==> src/rtl/alu_pkg.sv <==
package alu_pkg;
  typedef enum logic [3:0] {
    OP_AND = 4'b0000,
    OP_OR  = 4'b0001,
    OP_ADD = 4'b0010,
    OP_SLL = 4'b0011,
    OP_SUB = 4'b0110,
    OP_SLT = 4'b0111,
    OP_NOR = 4'b1100
  } alu_op_e;

  localparam logic [1:0] CLS_MEM    = 2'b00;
  localparam logic [1:0] CLS_BRANCH = 2'b01;
  localparam logic [1:0] CLS_REG    = 2'b10;

  localparam logic [5:0] FN_SLL = 6'b000000;
  localparam logic [5:0] FN_ADD = 6'b100000;
  localparam logic [5:0] FN_SUB = 6'b100010;
  localparam logic [5:0] FN_AND = 6'b100100;
  localparam logic [5:0] FN_OR  = 6'b100101;
  localparam logic [5:0] FN_NOR = 6'b100111;
  localparam logic [5:0] FN_SLT = 6'b101010;
endpackage

==> src/rtl/alu_op_decoder.sv <==
module alu_op_decoder
  import alu_pkg::*;
(
  input  logic [1:0] op_class,
  input  logic [5:0] func,
  output alu_op_e    op
);
  alu_op_e reg_op;

  always_comb begin
    unique case (func)
      FN_ADD:  reg_op = OP_ADD;
      FN_SUB:  reg_op = OP_SUB;
      FN_AND:  reg_op = OP_AND;
      FN_OR:   reg_op = OP_OR;
      FN_NOR:  reg_op = OP_NOR;
      FN_SLT:  reg_op = OP_SLT;
      FN_SLL:  reg_op = OP_SLL;
      default: reg_op = OP_ADD;
    endcase
  end

  always_comb begin
    unique case (op_class)
      CLS_MEM:    op = OP_ADD;
      CLS_BRANCH: op = OP_SUB;
      CLS_REG:    op = reg_op;
      default:    op = OP_ADD;
    endcase
  end
endmodule

==> src/rtl/alu_core.sv <==
module alu_core
  import alu_pkg::*;
#(
  parameter int W   = 32,
  parameter int SHW = 5
) (
  input  alu_op_e          op,
  input  logic [W-1:0]     a,
  input  logic [W-1:0]     b,
  input  logic [SHW-1:0]   shamt,
  output logic [W-1:0]     y
);
  localparam int PADW = W - SHW;

  logic           do_sub;
  logic [W-1:0]   b_adj;
  logic [W-1:0]   sum;
  logic [W-1:0]   src1;
  logic           lt_signed;

  // subtract and compare share one adder
  assign do_sub = (op == OP_SUB) || (op == OP_SLT);
  assign b_adj  = do_sub ? ~b : b;
  assign sum    = a + b_adj + {{(W-1){1'b0}}, do_sub};

  // signed less-than from the difference sign and operand signs
  assign lt_signed = (a[W-1] != b[W-1]) ? a[W-1] : sum[W-1];

  // first-operand source: zero-extended shift field for the shift
  assign src1 = (op == OP_SLL) ? {{PADW{1'b0}}, shamt} : a;

  always_comb begin
    unique case (op)
      OP_AND:  y = a & b;
      OP_OR:   y = a | b;
      OP_NOR:  y = ~(a | b);
      OP_ADD:  y = sum;
      OP_SUB:  y = sum;
      OP_SLT:  y = {{(W-1){1'b0}}, lt_signed};
      OP_SLL:  y = b << src1;
      default: y = sum;
    endcase
  end
endmodule

==> src/rtl/alu_zero_detect.sv <==
module alu_zero_detect #(
  parameter int W = 32
) (
  input  logic [W-1:0] val,
  output logic         is_zero
);
  assign is_zero = ~|val;
endmodule

==> src/rtl/alu_unit.sv <==
module alu_unit
  import alu_pkg::*;
#(
  parameter int W   = 32,
  parameter int SHW = 5
) (
  input  logic           clk,
  input  logic           rst,
  input  logic [1:0]     op_class,
  input  logic [5:0]     func,
  input  logic [W-1:0]   opnd_a,
  input  logic [W-1:0]   opnd_b,
  input  logic [SHW-1:0] shamt,
  output logic [W-1:0]   result,
  output logic           zero,
  output logic [3:0]     op_code
);
  alu_op_e      dec_op;
  logic [W-1:0] core_y;
  logic         core_z;

  alu_op_decoder u_dec (
    .op_class (op_class),
    .func     (func),
    .op       (dec_op)
  );

  alu_core #(.W(W), .SHW(SHW)) u_core (
    .op    (dec_op),
    .a     (opnd_a),
    .b     (opnd_b),
    .shamt (shamt),
    .y     (core_y)
  );

  alu_zero_detect #(.W(W)) u_zd (
    .val     (core_y),
    .is_zero (core_z)
  );

  always_ff @(posedge clk) begin
    if (rst) begin
      result  <= '0;
      zero    <= 1'b1;
      op_code <= OP_ADD;
    end else begin
      result  <= core_y;
      zero    <= core_z;
      op_code <= dec_op;
    end
  end
endmodule

==> config.mk <==
export PLATFORM = sky130hd
export DESIGN_NAME = alu_unit
export DESIGN_NICKNAME = d
export VERILOG_FILES = /design/src/rtl/alu_pkg.sv /design/src/rtl/alu_op_decoder.sv /design/src/rtl/alu_core.sv /design/src/rtl/alu_zero_detect.sv /design/src/rtl/alu_unit.sv
export SDC_FILE = /design/constraint.sdc
export NUM_CORES = 1
export LEC_CHECK = 0
export ABC_AREA = 1
export ABC_CLOCK_PERIOD_IN_PS = 5800
export CAP_MARGIN = 40
export CORE_MARGIN = 1
export CORE_UTILIZATION = 40
export DETAILED_ROUTE_END_ITERATION = 8
export GPL_TIMING_DRIVEN = 0
export PLACE_DENSITY = 0.74
export SLEW_MARGIN = 5
export SYNTH_ARGS = -nofsm -noshare
export SYNTH_HDL_FRONTEND = slang
export SYNTH_SLANG_ARGS = --single-unit
==> constraint.sdc <==
create_clock -name clk -period 5.8 [get_ports clk]
set_input_delay 1.45 -clock clk [delete_from_list [all_inputs] [get_ports clk]]
set_output_delay 1.45 -clock clk [all_outputs]
set_load 0.02 [all_outputs]
* Word level (Yosys, flattened, before mapping)
Index checks and enable logic that the tools add are counted.
Storage, ports and cells: input bits 79, output and inout port bits 37, logic and storage cells 34, RAM bits 0, register bits 37, memories kept 0, bits in latches 0, bits in read-only memories 0
Operators by class: multiplexer cells 6, bitwise gates (word level) 4, divide/modulo/power cells 0, shift-type cells 1, magnitude comparators 0, reduce and logical (&&, ||, !) cells 5, equality and inequality tests 13, $add $sub $neg 2, multiply operators 0
Operators by type and width (number):
- $pmux W32 S5 | 1
- $mux W32 | 2
- $not A32 Y32 | 2
- $add A32 B1 Y32 | 1
- $add A32 B32 Y32 | 1
- $and A32 B32 Y32 | 1
- $or A32 B32 Y32 | 1
- $reduce_or A32 Y1 | 1
- $shl A32 B32 Y32 | 1
- $eq A6 B6 Y1 const B | 5
- $pmux W4 S6 | 1
- $eq A4 B3 Y1 const B | 2
- $pmux W4 S2 | 1
- $logic_not A6 Y1 | 1
- $eq A4 B1 Y1 const B | 1
- $eq A4 B2 Y1 const B | 1
- $eq A4 B4 Y1 const B | 1
- $logic_not A4 Y1 | 1
- $eq A2 B1 Y1 const B | 1
- $eq A2 B2 Y1 const B | 1
- $logic_not A1 Y1 | 1
- $logic_or A1 B1 Y1 | 1
- $mux W1 | 1
- $ne A1 B1 Y1 | 1

* Longest topological paths before layout
depth after elaboration 12, mapped depth 30, depth with buffers taken out 30

* By module
Synthesis repeated with hierarchy kept, for this count alone.
Unflattened totals: cell total of the unflattened synthesis 1235, area total of the unflattened synthesis 6640.1 um^2
By module, submodules not included:
- alu_core | sequential area each 0.0 um^2, cells an instance 1047, times used 1, area each 5260.0 um^2
- alu_unit | sequential area each 740.7 um^2, cells an instance 116, times used 1, area each 1072.3 um^2
- alu_op_decoder | sequential area each 0.0 um^2, cells an instance 41, times used 1, area each 191.4 um^2
- alu_zero_detect | sequential area each 0.0 um^2, cells an instance 31, times used 1, area each 116.4 um^2

* Worst setup path after synthesis
OpenSTA, ideal clock, no wires.
path kind input port to flip-flop, start point input op_class[0], end point register zero, library setup time 64 ps, buffers on the path 1, stages on the path 27, slack 759 ps, data required time 5736 ps, arrival time 4977 ps, path through inv_1 ha_1 inv_1 nand2_1 nand3_1 buf_1 xnor2_1 fa_1 nand3_1 nand2_1 a21oi_1 o21ai_0 a21oi_1 o21ai_0 a21oi_1 inv_1 nand2_1 nand2_1 o21ai_0 inv_1 nand2_1 nand3_1 nor2_1 nand2_1 nor2_1 nand3_1 nand2_1
Between the ends: cells in the longest elaborated chain, start to end 11, elaborated cells between the ends (all ways) 19, classes of those cells add/sub: 2; eq/ne: 7; shift: 1; mux: 5; reduce/logical: 4
Ends and longest elaborated chain:
- start: declaration | line alu_unit.sv:9 | input logic [1:0] op_class,
- $eq A2 B2 Y1 or $eq A2 B1 Y1 (tied branches) | line alu_op_decoder.sv:24 | unique case (op_class)
- $pmux W4 S2 (*) | line alu_op_decoder.sv:24
- $eq A4 B3 Y1 (on tied branches) | line alu_core.sv:22, alu_core.sv:33
- $logic_or A1 B1 Y1 | line alu_core.sv:22 | assign do_sub = (op == OP_SUB) || (op == OP_SLT);
- $mux W32 | line alu_core.sv:23 | assign b_adj = do_sub ? ~b : b;
- $add A32 B32 Y32 | line alu_core.sv:24 | assign sum = a + b_adj + {{(W-1){1'b0}}, do_sub};
- $add A32 B1 Y32 | line alu_core.sv:24
- $mux W1 | line alu_core.sv:27 | assign lt_signed = (a[W-1] != b[W-1]) ? a[W-1] : sum[W-1];
- $pmux W32 S5 (*) | line alu_core.sv:33 | unique case (op)
- $reduce_or A32 Y1 (*) | line alu_zero_detect.sv:7 | assign is_zero = ~|val;
- $logic_not A1 Y1 (*) | line alu_zero_detect.sv:7
- end signal: assignment | line alu_unit.sv:48 | zero <= core_z;
- end: declaration | line alu_unit.sv:15 | output logic zero,
Mark *: on every way between the ends. The rest lies on a longest branch, timed or not. A chain may end at the register's enable or synchronous reset.

* Worst setup path in the final report
Ends and elaborated chain as after synthesis.

==> impl_metrics.json <==
{
  "maxCapViolations": 0,
  "area_growth_pct": 25.24,
  "clockBufferDepth": 2,
  "max_slew.worst_pin.slew_ns": 0.7281,
  "nets": 1474,
  "peakVddDrop_mv": 0.1217,
  "routedWlPerCell_um": 17.97,
  "final_area_um2": 8213,
  "final_layout_size_suffix_gt1_share_pct": 5.744,
  "cts-htree-levels": 2,
  "antenna_found_initial": 0,
  "via_per_inst": 5.515,
  "synth_ff_type": "dfxtp_1",
  "grt-ovfl-total": 0,
  "rows": 46,
  "grt_usage_pct": 34.06,
  "ys_ff_latch": 37,
  "rsz0062_at_grt": "false",
  "timing.final.crit_share_pct": 94.04,
  "root_buffer": "clkbuf_16",
  "cts_hold_buf": 0,
  "synth_xor_area_share_pct": 5.610,
  "wirelength_um": 28280,
  "ys_warn_count": 0,
  "synthAdderAreaFrac_pct": 7.365,
  "yosysUniqueCellTypes": 43,
  "gp_congestion": 0.9981,
  "core_um2": 15940,
  "detail-route-antenna-nets": 0,
  "multi_input_area_um2": 5152,
  "synth_top_family_by_area": "simple AND/OR/NAND/NOR gates",
  "avgSynthCellArea_um2": 5.323,
  "ios": 116,
  "io_buffers": 114,
  "synth_compound_area_share_pct": 16.45,
  "relSlewSlack_pct": 51.46,
  "met3_usage_pct": 4.797,
  "netlist_area_um2": 6558,
  "synthSimpleGateAreaFrac_pct": 48.35,
  "register_area_um2": 740.7,
  "cts_tree": "built",
  "drc_errors": 0,
  "die-height_um": 130.0,
  "drt_first_pass_iters": 5,
  "antenna_cells": 0,
  "crit_path_end_kind": "flop",
  "final.fill_count": 1779,
  "startpoint_type": "primary input",
  "synth.net_count": 1349,
  "power_density_nw_per_um2": 180.8,
  "crit_fanout": 8,
  "synth_mux_area_share_pct": 0,
  "status": "finished clean",
  "criticalPathCategory": "in2reg",
  "first_global_vias": 7809,
  "busiest_layer": "met2",
  "cts_sinks": 37,
  "final-setup-viol-count": 0,
  "met2_usage_pct": 54.35,
  "slew_violations": 0,
  "hold_slack_ns": 1.674,
  "die-area_um2": 16910,
  "grt_pass1_wl_um": 43130,
  "hp-class": "in2reg",
  "leakage_nw": 4.068,
  "cp.required_ns": 6.03,
  "critPathArrivalTime_ns": 5.69,
  "async_reset_ff_share_pct": 0,
  "final-hold-violation-count": 0,
  "finalCriticalPeriod_ns": 5.455,
  "synth_cells": 1232,
  "cts_made_buffers": 5,
  "synth_edf_count": 0,
  "vias": 8681,
  "grt_max_degree": 13,
  "die_width_um": 130.0,
  "drt_iter0_drc": 942,
  "start_util_pct": 41.13,
  "use_met1_pct": 46.08,
  "dp_hpwl_um": 23220,
  "fmax_mhz": 183.3,
  "place_area_um2": 7980,
  "yosysSeqAreaShare_pct": 11.30,
  "clk_pin_slew_worst_paths_ns": 0.06
}
registers in the layout (all words and copies together), names as in the netlist:
name	cells
op_code	4
result	32
zero	1
critical path: stages:
cell	delay, ns
clkdlybuf4s50_1	0.48
inv_1	0.05
ha_1	0.34
inv_2	0.14
nand2_1	0.14
nand3_4	0.17
clkbuf_2	0.18
buf_6	0.19
xor2_1	0.18
ha_1	0.29
a21oi_1	0.17
inv_1	0.07
a21oi_1	0.19
o21ai_0	0.18
a31oi_2	0.32
nand3_1	0.12
nand2_1	0.10
nand2_1	0.06
nand2_1	0.07
nand2_1	0.05
nand2_1	0.11
nand4_1	0.21
nor2_1	0.25
nand3_1	0.10
nand2_1	0.06
where the power goes:
part / total [mW] / leakage [nW] / internal [mW] / switching, mW
registers: 0.301 / 0.307 / 0.291 / 0.00983
clock network: 0.278 / 0.0696 / 0.158 / 0.120
logic: 0.907 / 3.69 / 0.341 / 0.565
total: 1.49 / 4.07 / 0.790 / 0.695
cell families after synthesis:
family                   Yosys count
AND/OR/NAND/NOR                  756
AO/OA/AOI/OAI                    186
buffers and inverters            173
XOR/XNOR                          42
adder cells (fa/ha/maj)           38
flip-flops                        37
layout make-up:
cell class | count | area share [%]
multi-input cells | 1022 | 62.74
clock buffers | 5 | 1.523
repair buffers | 118 | 14.34
flip-flops and latches | 37 | 9.019
plain buffers | 47 | 3.123
well taps | 216 | 3.291
clock inverters | 3 | 0.2133
inverters | 126 | 5.759
through the flow:
stage	total power, mW	worst slack (ns)	setup TNS [ns]	util (%)	instances
2_1_floorplan	0.8577	0.7590	0	-	1232
3_3_place_gp	1.175	-0.9276	-4.957	49.98	1562
3_5_place_dp	1.175	-0.9061	-4.956	50.05	1563
4_1_cts	1.462	0.06669	0	51.03	1571
5_1_grt	1.592	0.01485	0	51.51	1574
6_report	1.485	0.3454	0	51.51	1574
cell usage after synthesis, types with 2 or more instances:
master	number	share of area (%)
inv_1	120	6.9
xor2_1	29	3.9
nand2_1	453	26
xnor2_1	13	1.7
buf_4	6	0.69
a31oi_1	13	1.2
nor2_1	104	6.0
a311oi_1	17	2.3
clkinv_1	2	0.11
a221oi_1	3	0.40
nand3b_1	6	0.69
o21a_1	5	0.57
nor4_1	9	0.86
inv_2	4	0.23
nand2_2	4	0.38
buf_6	3	0.52
o211ai_1	3	0.34
nor2_4	2	0.34
a21boi_0	2	0.23
o21ai_0	58	4.4
buf_2	18	1.4
o21ai_2	3	0.40
nand3_1	125	9.5
ha_1	37	7.1
or2_2	6	0.57
dfxtp_1	37	11
nor3_1	28	2.1
buf_1	3	0.17
nand4_1	11	1.0
o21ai_1	6	0.46
a21oi_1	70	5.3
nor2_2	5	0.48
clkbuf_1	17	0.97
final timing paths:
check	endpoint	slack (ns)	start	cells after the start
hold / removal	result[29]	1.67	rst	2
setup / recovery	zero	0.35	op_class[0]	25
layer usage:
layer | up-vias | part of all wire [%]
li1 | 4297 | -
met1 | 3846 | 44
met2 | 473 | 43
met3 | 65 | 9.5
met4 | 0 | 3.7
met5 | - | 0
layout by cell type, fill, tap and decap left out, types with 2 or more instances in the layout:
cell / n
xnor2_1: 13
o21ai_1: 8
ha_1: 37
nor2_2: 5
or2_2: 6
inv_2: 5
clkinv_1: 2
nand3_1: 124
a221oi_1: 3
a21oi_2: 3
clkdlybuf4s50_1: 113
clkbuf_16: 5
clkbuf_1: 17
clkinv_2: 2
buf_4: 9
o21a_1: 5
a31oi_1: 12
a311oi_1: 17
nand4_1: 11
xor2_1: 29
nor4_1: 8
a21oi_1: 67
a21boi_0: 2
inv_1: 119
nand3b_1: 6
nand2_1: 453
buf_2: 18
o21ai_0: 55
buf_6: 5
nor3_1: 27
o21ai_2: 4
nand2_2: 4
nor2_4: 3
dfxtp_1: 37
nor2_1: 103
o211ai_1: 3
what timing repair did:
item	4_1_cts	5_1_grt
buffers inserted	0	3
resized for setup	7	15
setup endpoints to repair	6	1
pin swaps	0	4
Note: power is estimated with default switching activity, not from simulation.
